`src/rtl/dspm_pkg.sv`:
```
package dspm_pkg;
  typedef enum logic [3:0] {
    OP_NONE, OP_MOVE, OP_LDI, OP_LDS, OP_DEC, OP_INC,
    OP_ADDX, OP_SUBX, OP_BSET, OP_BCLR, OP_FLAG
  } op_e;

  // status bit positions
  localparam int SR_MULMOD = 13;
  localparam int SR_M40    = 14;
  localparam int SR_UNS    = 15;
  localparam int SR_BITOFS = 6;

  // register index prefixes (upper four bits, low bit picks accumulator)
  localparam logic [3:0] IDX_ACH = 4'h8;
  localparam logic [3:0] IDX_ACL = 4'hE;
  localparam logic [3:0] IDX_ACM = 4'hF;
  localparam logic [2:0] IDX_IX  = 3'b001;
endpackage

```
`src/rtl/dspm_decode.sv`:
```
module dspm_decode
  import dspm_pkg::*;
#(
  parameter int AW = 5
) (
  input  logic [15:0]   opc,
  output op_e           op,
  output logic [AW-1:0] dst,
  output logic [AW-1:0] srca,
  output logic [AW-1:0] srcb,
  output logic [2:0]    bitsel,
  output logic [3:0]    flag
);
  localparam int PAD = AW - 2;

  always_comb begin
    op     = OP_NONE;
    dst    = '0;
    srca   = '0;
    srcb   = '0;
    bitsel = opc[2:0];
    flag   = opc[11:8];
    if (opc[15:10] == 6'b000111) begin
      op   = OP_MOVE;
      dst  = opc[9:5];
      srca = opc[4:0];
      srcb = {IDX_ACH, opc[0]};
    end else if (opc[15:5] == 11'b00000000100) begin
      op  = OP_LDI;
      dst = opc[4:0];
    end else if (opc[15:11] == 5'b00001) begin
      op  = OP_LDS;
      dst = {2'b11, opc[10:8]};
    end else if (opc[15:4] == 12'h001) begin
      op   = OP_ADDX;
      dst  = {{PAD{1'b0}}, opc[1:0]};
      srca = {{PAD{1'b0}}, opc[1:0]};
      srcb = {IDX_IX, opc[3:2]};
    end else if (opc[15:4] == 12'h000) begin
      dst  = {{PAD{1'b0}}, opc[1:0]};
      srca = {{PAD{1'b0}}, opc[1:0]};
      srcb = {IDX_IX, opc[1:0]};
      unique case (opc[3:2])
        2'b01:   op = OP_DEC;
        2'b10:   op = OP_INC;
        2'b11:   op = OP_SUBX;
        default: op = OP_NONE;
      endcase
    end else if (opc[15:8] == 8'h12) begin
      op = OP_BSET;
    end else if (opc[15:8] == 8'h13) begin
      op = OP_BCLR;
    end else if (opc[15:12] == 4'h8) begin
      op = OP_FLAG;
    end
  end
endmodule

```
`src/rtl/dspm_sat.sv`:
```
module dspm_sat #(
  parameter int W = 16
) (
  input  logic         en,
  input  logic         mode40,
  input  logic [W-1:0] mid,
  input  logic [W-1:0] high,
  output logic [W-1:0] value
);
  logic fits;
  assign fits = (high == {W{mid[W-1]}});

  always_comb begin
    value = mid;
    if (en && mode40 && !fits)
      value = high[W-1] ? {1'b1, {(W-1){1'b0}}} : {1'b0, {(W-1){1'b1}}};
  end
endmodule

```
`src/rtl/dspm_status.sv`:
```
module dspm_status
  import dspm_pkg::*;
#(
  parameter int SR_W = 16
) (
  input  logic            clk,
  input  logic            rst,
  input  logic            accept,
  input  op_e             op,
  input  logic [2:0]      bitsel,
  input  logic [3:0]      flag,
  output logic [SR_W-1:0] sr
);
  logic [SR_W-1:0] bmask;
  logic [SR_W-1:0] sr_next;

  assign bmask = SR_W'(1) << ({1'b0, bitsel} + 4'(SR_BITOFS));

  always_comb begin
    sr_next = sr;
    unique case (op)
      OP_BSET: sr_next = sr | bmask;
      OP_BCLR: sr_next = sr & ~bmask;
      OP_FLAG: begin
        unique case (flag)
          4'hA:    sr_next[SR_MULMOD] = 1'b0;
          4'hB:    sr_next[SR_MULMOD] = 1'b1;
          4'hC:    sr_next[SR_UNS]    = 1'b0;
          4'hD:    sr_next[SR_UNS]    = 1'b1;
          4'hE:    sr_next[SR_M40]    = 1'b0;
          4'hF:    sr_next[SR_M40]    = 1'b1;
          default: sr_next = sr;
        endcase
      end
      default: sr_next = sr;
    endcase
  end

  always_ff @(posedge clk) begin
    if (rst)         sr <= '0;
    else if (accept) sr <= sr_next;
  end
endmodule

```
`src/rtl/dspm_exec.sv`:
```
module dspm_exec
  import dspm_pkg::*;
#(
  parameter int DATA_W = 16,
  parameter int RF_AW  = 5
) (
  input  logic              clk,
  input  logic              rst,
  input  logic              in_valid,
  output logic              in_ready,
  input  logic [15:0]       in_opcode,
  input  logic [DATA_W-1:0] in_imm,
  output logic              done,
  output logic [RF_AW-1:0]  rf_raddr_a,
  input  logic [DATA_W-1:0] rf_rdata_a,
  output logic [RF_AW-1:0]  rf_raddr_b,
  input  logic [DATA_W-1:0] rf_rdata_b,
  output logic              rf_we,
  output logic [RF_AW-1:0]  rf_waddr,
  output logic [DATA_W-1:0] rf_wdata,
  output logic              acx_we,
  output logic              acx_sel,
  output logic              acx_sign,
  output logic [15:0]       sr
);
  localparam int SHORT_W = 8;

  logic              ready_q;
  logic              accept;
  op_e               op;
  logic [RF_AW-1:0]  dst, srca, srcb;
  logic [2:0]        bitsel;
  logic [3:0]        flag;
  logic              acm_src;
  logic [DATA_W-1:0] moved;
  logic [DATA_W-1:0] wval;
  logic              writes;

  assign in_ready = ready_q;
  assign accept   = in_valid && ready_q;

  dspm_decode #(.AW(RF_AW)) u_dec (
    .opc(in_opcode), .op(op), .dst(dst), .srca(srca), .srcb(srcb),
    .bitsel(bitsel), .flag(flag)
  );

  assign acm_src = (op == OP_MOVE) && (srca[RF_AW-1:1] == IDX_ACM);

  dspm_sat #(.W(DATA_W)) u_sat (
    .en(acm_src), .mode40(sr[SR_M40]), .mid(rf_rdata_a),
    .high(rf_rdata_b), .value(moved)
  );

  dspm_status #(.SR_W(16)) u_sr (
    .clk(clk), .rst(rst), .accept(accept), .op(op),
    .bitsel(bitsel), .flag(flag), .sr(sr)
  );

  always_comb begin
    writes = 1'b1;
    wval   = '0;
    unique case (op)
      OP_MOVE: wval = moved;
      OP_LDI:  wval = in_imm;
      OP_LDS:  wval = {{(DATA_W-SHORT_W){in_opcode[SHORT_W-1]}}, in_opcode[SHORT_W-1:0]};
      OP_DEC:  wval = rf_rdata_a - DATA_W'(1);
      OP_INC:  wval = rf_rdata_a + DATA_W'(1);
      OP_ADDX: wval = rf_rdata_a + rf_rdata_b;
      OP_SUBX: wval = rf_rdata_a - rf_rdata_b;
      default: writes = 1'b0;
    endcase
  end

  assign rf_raddr_a = srca;
  assign rf_raddr_b = srcb;
  assign rf_we      = accept && writes;
  assign rf_waddr   = dst;
  assign rf_wdata   = wval;
  assign acx_we     = rf_we && (dst[RF_AW-1:1] == IDX_ACM) && sr[SR_M40];
  assign acx_sel    = dst[0];
  assign acx_sign   = wval[DATA_W-1];

  always_ff @(posedge clk) begin
    if (rst) begin
      ready_q <= 1'b0;
      done    <= 1'b0;
    end else begin
      ready_q <= 1'b1;
      done    <= accept;
    end
  end
endmodule

```
`config.mk`:
```
export PLATFORM = sky130hd
export DESIGN_NAME = dspm_exec
export DESIGN_NICKNAME = d
export VERILOG_FILES = /design/src/rtl/dspm_pkg.sv /design/src/rtl/dspm_decode.sv /design/src/rtl/dspm_sat.sv /design/src/rtl/dspm_status.sv /design/src/rtl/dspm_exec.sv
export SDC_FILE = /design/constraint.sdc
export NUM_CORES = 1
export LEC_CHECK = 0
export BUFFER_PORTS_ARGS = -buffer_cell sky130_fd_sc_hd__buf_4
export CAP_MARGIN = 20
export CELL_PAD_IN_SITES_DETAIL_PLACEMENT = 0
export CELL_PAD_IN_SITES_GLOBAL_PLACEMENT = 2
export CORE_UTILIZATION = 25
export DETAILED_ROUTE_END_ITERATION = 10
export GPL_ROUTABILITY_DRIVEN = 0
export PLACE_DENSITY_LB_ADDON = 0.1
export SETUP_SLACK_MARGIN = 0.4
export SYNTH_ARGS = -nofsm -noshare
export SYNTH_HDL_FRONTEND = slang
export SYNTH_SLANG_ARGS = --single-unit
```
`constraint.sdc`:
```
create_clock -name clk -period 6.72 [get_ports clk]
set_input_delay 1.344 -clock clk [delete_from_list [all_inputs] [get_ports clk]]
set_output_delay 1.344 -clock clk [all_outputs]
set_load 0.02 [all_outputs]
```
== Word-level counts from Yosys, hierarchy flattened ==
Cells that the tools add are included.
Cells by class
  add/subtract/negate cells: 5
  equal/unequal tests: 32
  shifts and indexed selects: 1
  muxes and demuxes: 31
  bitwise gates (word level): 4
  reductions and logical operators: 16
Operator list (number)
  $pmux 16 s7: 1
  $mux 5: 11
  $eq 4x4->1 const B: 12
  $pmux 16 s3: 1
  $mux 16: 2
  $mux 4: 8
  $add 16x1->16 const B: 1
  $add 16x16->16: 1
  $and 16x16->16: 1
  $eq 16x16->1: 1
  $eq 4x3->1 const B: 4
  $eq 8x5->1 const B: 2
  $not 16->16: 1
  $or 16x16->16: 1
  $shl 1x4->16 const A: 1
  $sub 16x1->16 const B: 1
  $sub 16x16->16: 1
  $eq 12x1->1 const B: 1
  $logic_not 12->1: 1
  $reduce_and 3->1: 4
  $eq 11x3->1 const B: 1
  $pmux 3 s3: 1
  $eq 4x2->1 const B: 2
  $logic_and 1x1->1: 7
  17 further kinds: 22
Word-level totals
  register bits after elaboration: 18
  input port bits: 67
  output and inout port bits: 53
  logic and storage cells: 95

== Depth between registers and ports, before layout ==
  depth in word-level cells: 15
  mapped depth: 19
  mapped depth without buffers: 16

== By module ==
A second synthesis with hierarchy kept.
Unflattened totals
  cells, all modules: 452
  area, all modules: 3321.9 um^2
Modules (own cells, without submodules)
  dspm_exec: instances 1, cells each 243, area an instance 1622.8 um^2, sequential area each 40.0 um^2
  dspm_status: instances 1, cells each 94, area an instance 835.8 um^2, sequential area each 320.3 um^2
  dspm_decode: instances 1, cells each 64, area an instance 496.7 um^2, sequential area each 0.0 um^2
  dspm_sat: instances 1, cells each 51, area an instance 366.6 um^2, sequential area each 0.0 um^2

== Least setup slack after synthesis ==
OpenSTA, ideal clock, no wires.
  kind: in2out
  start point: input in_opcode[5]
  end point: output rf_wdata[15]
  arrival time: 4.970 ns
  data required time: 5.376 ns
  setup slack: 0.406 ns
  stages: 17
  buffers on the path: 3
  path through: nor4_1 > nand4b_1 > nor3_1 > and3_1 > clkbuf_1 > clkbuf_1 > a21oi_1 > ha_1 > a21o_1 > o21ai_0 > a31oi_1 > o21ai_0 > o2111ai_1 > a21oi_1 > xnor2_1 > o21ai_1 > buf_4
Between the ends
  longest elaborated chain between the ends: 12
  elaborated cells on any way between the ends: 26
  classes of those cells: eq/ne: 10; mux: 12; reduce/logical: 4
Ends and longest elaborated chain
  start: declaration: RTL line dspm_exec.sv:11  | input logic [15:0] in_opcode,
  $logic_not 12->1: RTL line dspm_decode.sv:39  | end else if (opc[15:4] == 12'h000) begin
  $mux 4 or $mux 2 (tied branches): RTL line dspm_decode.sv:39
  $mux 4 or $mux 5 (tied branches): RTL line dspm_decode.sv:34  | end else if (opc[15:4] == 12'h001) begin
  $mux 4 or $mux 5 (tied branches): RTL line dspm_decode.sv:31  | end else if (opc[15:11] == 5'b00001) begin
  $mux 4 or $mux 5 (tied branches): RTL line dspm_decode.sv:28  | end else if (opc[15:5] == 11'b00000000100) begin
  $mux 4 or $mux 5 (tied branches): RTL line dspm_decode.sv:23  | if (opc[15:10] == 6'b000111) begin
  $eq 4x1->1 or $eq 4x4->1 (tied branches): RTL line dspm_exec.sv:47, dspm_exec.sv:62
  $logic_and 1x1->1: RTL line dspm_exec.sv:47  | assign acm_src = (op == OP_MOVE) && (srca[RF_AW-1:1] == IDX_ACM);
  $logic_and 1x1->1 (2 in a row): RTL line dspm_sat.sv:15  | if (en && mode40 && !fits)
  $mux 16: RTL line dspm_sat.sv:15
  $pmux 16 s7 *: RTL line dspm_exec.sv:62  | unique case (op)
  end: declaration: RTL line dspm_exec.sv:20  | output logic [DATA_W-1:0] rf_wdata,
Mark *: on every way between the ends. The rest lies on a longest branch, timed or not.

== Worst setup path in the final report ==
  start point: input rf_rdata_b[0]
  end point: output acx_sign
Between the ends
  longest elaborated chain between the ends: 5
  elaborated cells on any way between the ends: 7
  classes of those cells: add/sub: 2; eq/ne: 1; mux: 2; reduce/logical: 2
Ends and longest elaborated chain
  start: declaration: RTL line dspm_exec.sv:17  | input logic [DATA_W-1:0] rf_rdata_b,
  branches (longest 4 deep; another with $sub 16x16->16)
  $pmux 16 s7 *: RTL line dspm_exec.sv:62
  end: declaration: RTL line dspm_exec.sv:23  | output logic acx_sign,
Mark *: on every way between the ends.

==> metrics.yaml <==
synth_nets: 531
cts_tree: "yes"
status: "completed"
yosysWarnings: 0
path_class: "in2out"
grt_max_degree: 21
internal_power_mw: 0.271
fill_cells: 1230
cts.sinks: 18
drive_gt1_share_pct: 30.7
io_buffer_count: 118
peakVddDrop_v: 0.000113
syn2layout_area_growth_pct: 43.1
yosysSeqAreaShare_pct: 12.4
dr.pass1.iters: 6
p_sw_share_pct: 34.6
layout.cells.non_filler: 684
setup-violations-final: 0
worstPathCellList: "buf_4 -> inv_1 -> ha_1 -> nand3_2 -> or3_4 -> or3_4 -> a21o_2 -> a21oi_4 -> ha_2 -> a21oi_1 -> nand2_1 -> o21ai_4 -> o2111ai_1 -> a21oi_1 -> xnor2_1 -> o21ai_1 -> buf_4"
cts_buffer_depth: 2
worstPathArrival_ns: 4.73
worstSetupStartpointType: "input port"
seqCellArea_um2: 360
path_clk_slew_ns: 0.06
syn_avg_cell_area_um2: 6.59
critical_path_required_ns: 5.38
rows: 39
fin_skew_ns: 0.00629
crit_path_end_kind: "output pin"
die-area_mm2: 0.0121
async_flop_share_pct: 0
start_util_pct: 25.6
hold_viol_final: 0
cts_buffers: 3
diodes: 0
period_needed_ns: 6.07
p_seq_share_pct: 26.1
antenna_left: 0
ctsHoldBuffers: 0
power.leakage_nw: 1.68
synth_cell_types: 56
p_switching_mw: 0.143
cp_slowest_stage_delay_ns: 0.36
critical_path.max_fanout: 6
num-nets-final: 631
clock-root-buffer: "clkbuf_16"
dp_hpwl_um: 10000
vias_per_cell: 5.43
grt_usage_pct: 20.5
synth_edf_count: 0
grt_first_pass_wirelength_um: 18800
combPwrFrac_pct: 40.9
fp.dieW_um: 110
ioPinCount: 120
dp_slack_ns: 0.0470
netlist_area_mm2: 0.00291
antenna_found_initial: 0
grt_remaining_overflow: 0
drv_cap: 0
drt_wl_total_um: 12700
period_share_pct: 90.3
clockPowerShare_pct: 32.9
max_freq_ghz: 0.165
yosys_register_bits: 18
routedWlPerCell_um: 18.6
clk_latency_ns: 0.25
slew_violations: 0
rsz0062_at_grt: "false"
dp.cells: 679
cpMaxStageDelayCell: "or3_4"
ys.flop_type: "dfxtp_1"
postSynthCellCount: 442
core_mm2: 0.0114
fp.dieH_um: 110
fin_ws_ns: 0.651
relSlewSlack_pct: 50.1
tns_ns: 0
p_per_area_mw_per_mm2: 99.3
first_global_vias: 3380
drc: 0
drtIter0Drc: 252
worstMarginPinSlew_ns: 0.749
multi_input_area_mm2: 0.00251
htreeDepth: 1
hold_class: "reg2reg"
vias: 3716
[per-layer routing]
| layer | global-route usage [%] | share of wire (%) |
|---|---|---|
| met4 | 1.24 | 0.56 |
| met1 | 31.8 | 50 |
| met2 | 31.2 | 44 |
| met3 | 2.02 | 5.3 |
| met5 | 0 | 0 |
[synthesized netlist by cell type, types with 6 or more instances]
cell type	count	share of area [%]
a221oi_1	6	1.8
a21o_1	6	1.5
nand2_1	41	5.3
nor3_1	16	2.8
a21oi_1	63	11
clkbuf_1	26	3.4
a222oi_1	7	2.4
nand3_1	13	2.2
ha_1	21	9.0
nand2b_1	7	1.5
a31oi_1	11	2.4
xnor2_1	6	1.8
o21ai_0	37	6.4
dfxtp_1	18	12
o211ai_1	7	1.8
nor2_1	38	4.9
nand4_1	6	1.3
a211oi_1	20	5.2
inv_1	13	1.7
[path summary, 6_finish.rpt]
check                      from         end  slack (ns)  depth (start not counted)
setup / recovery  rf_rdata_b[0]    acx_sign        0.65                         17
hold reg to reg      u_sr.sr[7]  u_sr.sr[7]        0.48                          2
setup reg to reg       in_ready  u_sr.sr[4]        4.56                          5
hold / removal       u_sr.sr[7]  u_sr.sr[7]        0.48                          2
[timing repair]
item | 4_1_cts | 5_1_grt
gates resized for setup | 9 | 23
buffers inserted | 0 | 1
pin swaps | 0 | 4
endpoints found under the setup margin | 5 | 12
[kinds of logic after synthesis]
group                    after synthesis  share of synthesized area (%)
AO/OA/AOI/OAI                        183                           39.6
AND/OR/NAND/NOR                      156                           26.9
buffers and inverters                 47                           6.62
adder cells (fa/ha/maj)               22                           9.71
flip-flops                            18                           12.4
XOR/XNOR                              11                           3.31
multiplexers                           4                           1.38
other                                  1                          0.129
[registers in the layout, indices dropped and copies added (netlist names)]
| signal | cells |
|---|---|
| u_sr.sr | 16 |
| done | 1 |
| in_ready | 1 |
[power groups by stage]
| stage | clock network [mW] | registers [mW] | logic (mW) |
|---|---|---|---|
| 5_1_grt | 0.145 | 0.108 | 0.184 |
| 3_3_place_gp | 0 | 0.110 | 0.159 |
| 6_report | 0.136 | 0.108 | 0.169 |
| 4_1_cts | 0.139 | 0.108 | 0.160 |
| 2_1_floorplan | 0 | 0.111 | 0.0863 |
| 3_5_place_dp | 0 | 0.110 | 0.157 |
[placed cells by master, fill, tap and decap left out, types with 3 or more instances in the layout]
cell type | Yosys | routed
buf_4 | 4 | 127
a21oi_1 | 63 | 59
nand2_1 | 41 | 40
nor2_1 | 38 | 38
o21ai_0 | 37 | 33
ha_1 | 21 | 19
dfxtp_1 | 18 | 18
a211oi_1 | 20 | 16
inv_1 | 13 | 13
nor3_1 | 16 | 12
nand3_1 | 13 | 12
a31oi_1 | 11 | 10
o211ai_1 | 7 | 7
a222oi_1 | 7 | 7
nand2b_1 | 7 | 7
nand4_1 | 6 | 6
xnor2_1 | 6 | 6
a21o_1 | 6 | 6
and2_1 | 5 | 5
xor2_1 | 5 | 5
a221oi_1 | 6 | 5
nor2b_1 | 5 | 5
o21ai_1 | 1 | 4
o221ai_1 | 4 | 4
mux2i_1 | 4 | 4
nor3_2 | 0 | 3
a211oi_2 | 0 | 3
or3_4 | 3 | 3
nor4_1 | 4 | 3
o31ai_1 | 4 | 3
a21oi_2 | 0 | 3
or3_1 | 3 | 3
o22ai_1 | 3 | 3
clkbuf_16 | 0 | 3
[layout make-up]
| cell class | count | area share, % |
|---|---|---|
| inverter | 14 | 1.26 |
| sequential | 18 | 8.65 |
| multi-input combinational | 377 | 60.3 |
| timing repair buffer | 128 | 23.4 |
| clock buffer | 4 | 2.13 |
| tap | 143 | 4.29 |
[critical path, delay by kind of cell]
family	cells	cell delay, ns
AOI/OAI and AO/OA	7	1.39
buffers and inverters	3	0.38
adders and majority gates	2	0.58
and+or+nand+nor	4	0.95
xor gates and xnor gates	1	0.08
[through the flow]
step | util, % | total power [mW] | hold WS, ns | area [um2]
5_1_grt | 36.7 | 0.437 | 0.518 | 4170
6_report | 36.7 | 0.414 | 0.482 | 4170
3_3_place_gp | 34.5 | 0.270 | 0.464 | 3920
2_1_floorplan | - | 0.197 | 0.530 | 2910
4_1_cts | 35.6 | 0.407 | 0.482 | 4050
3_5_place_dp | 34.5 | 0.268 | 0.469 | 3920
(Power assumes the default switching activity.)
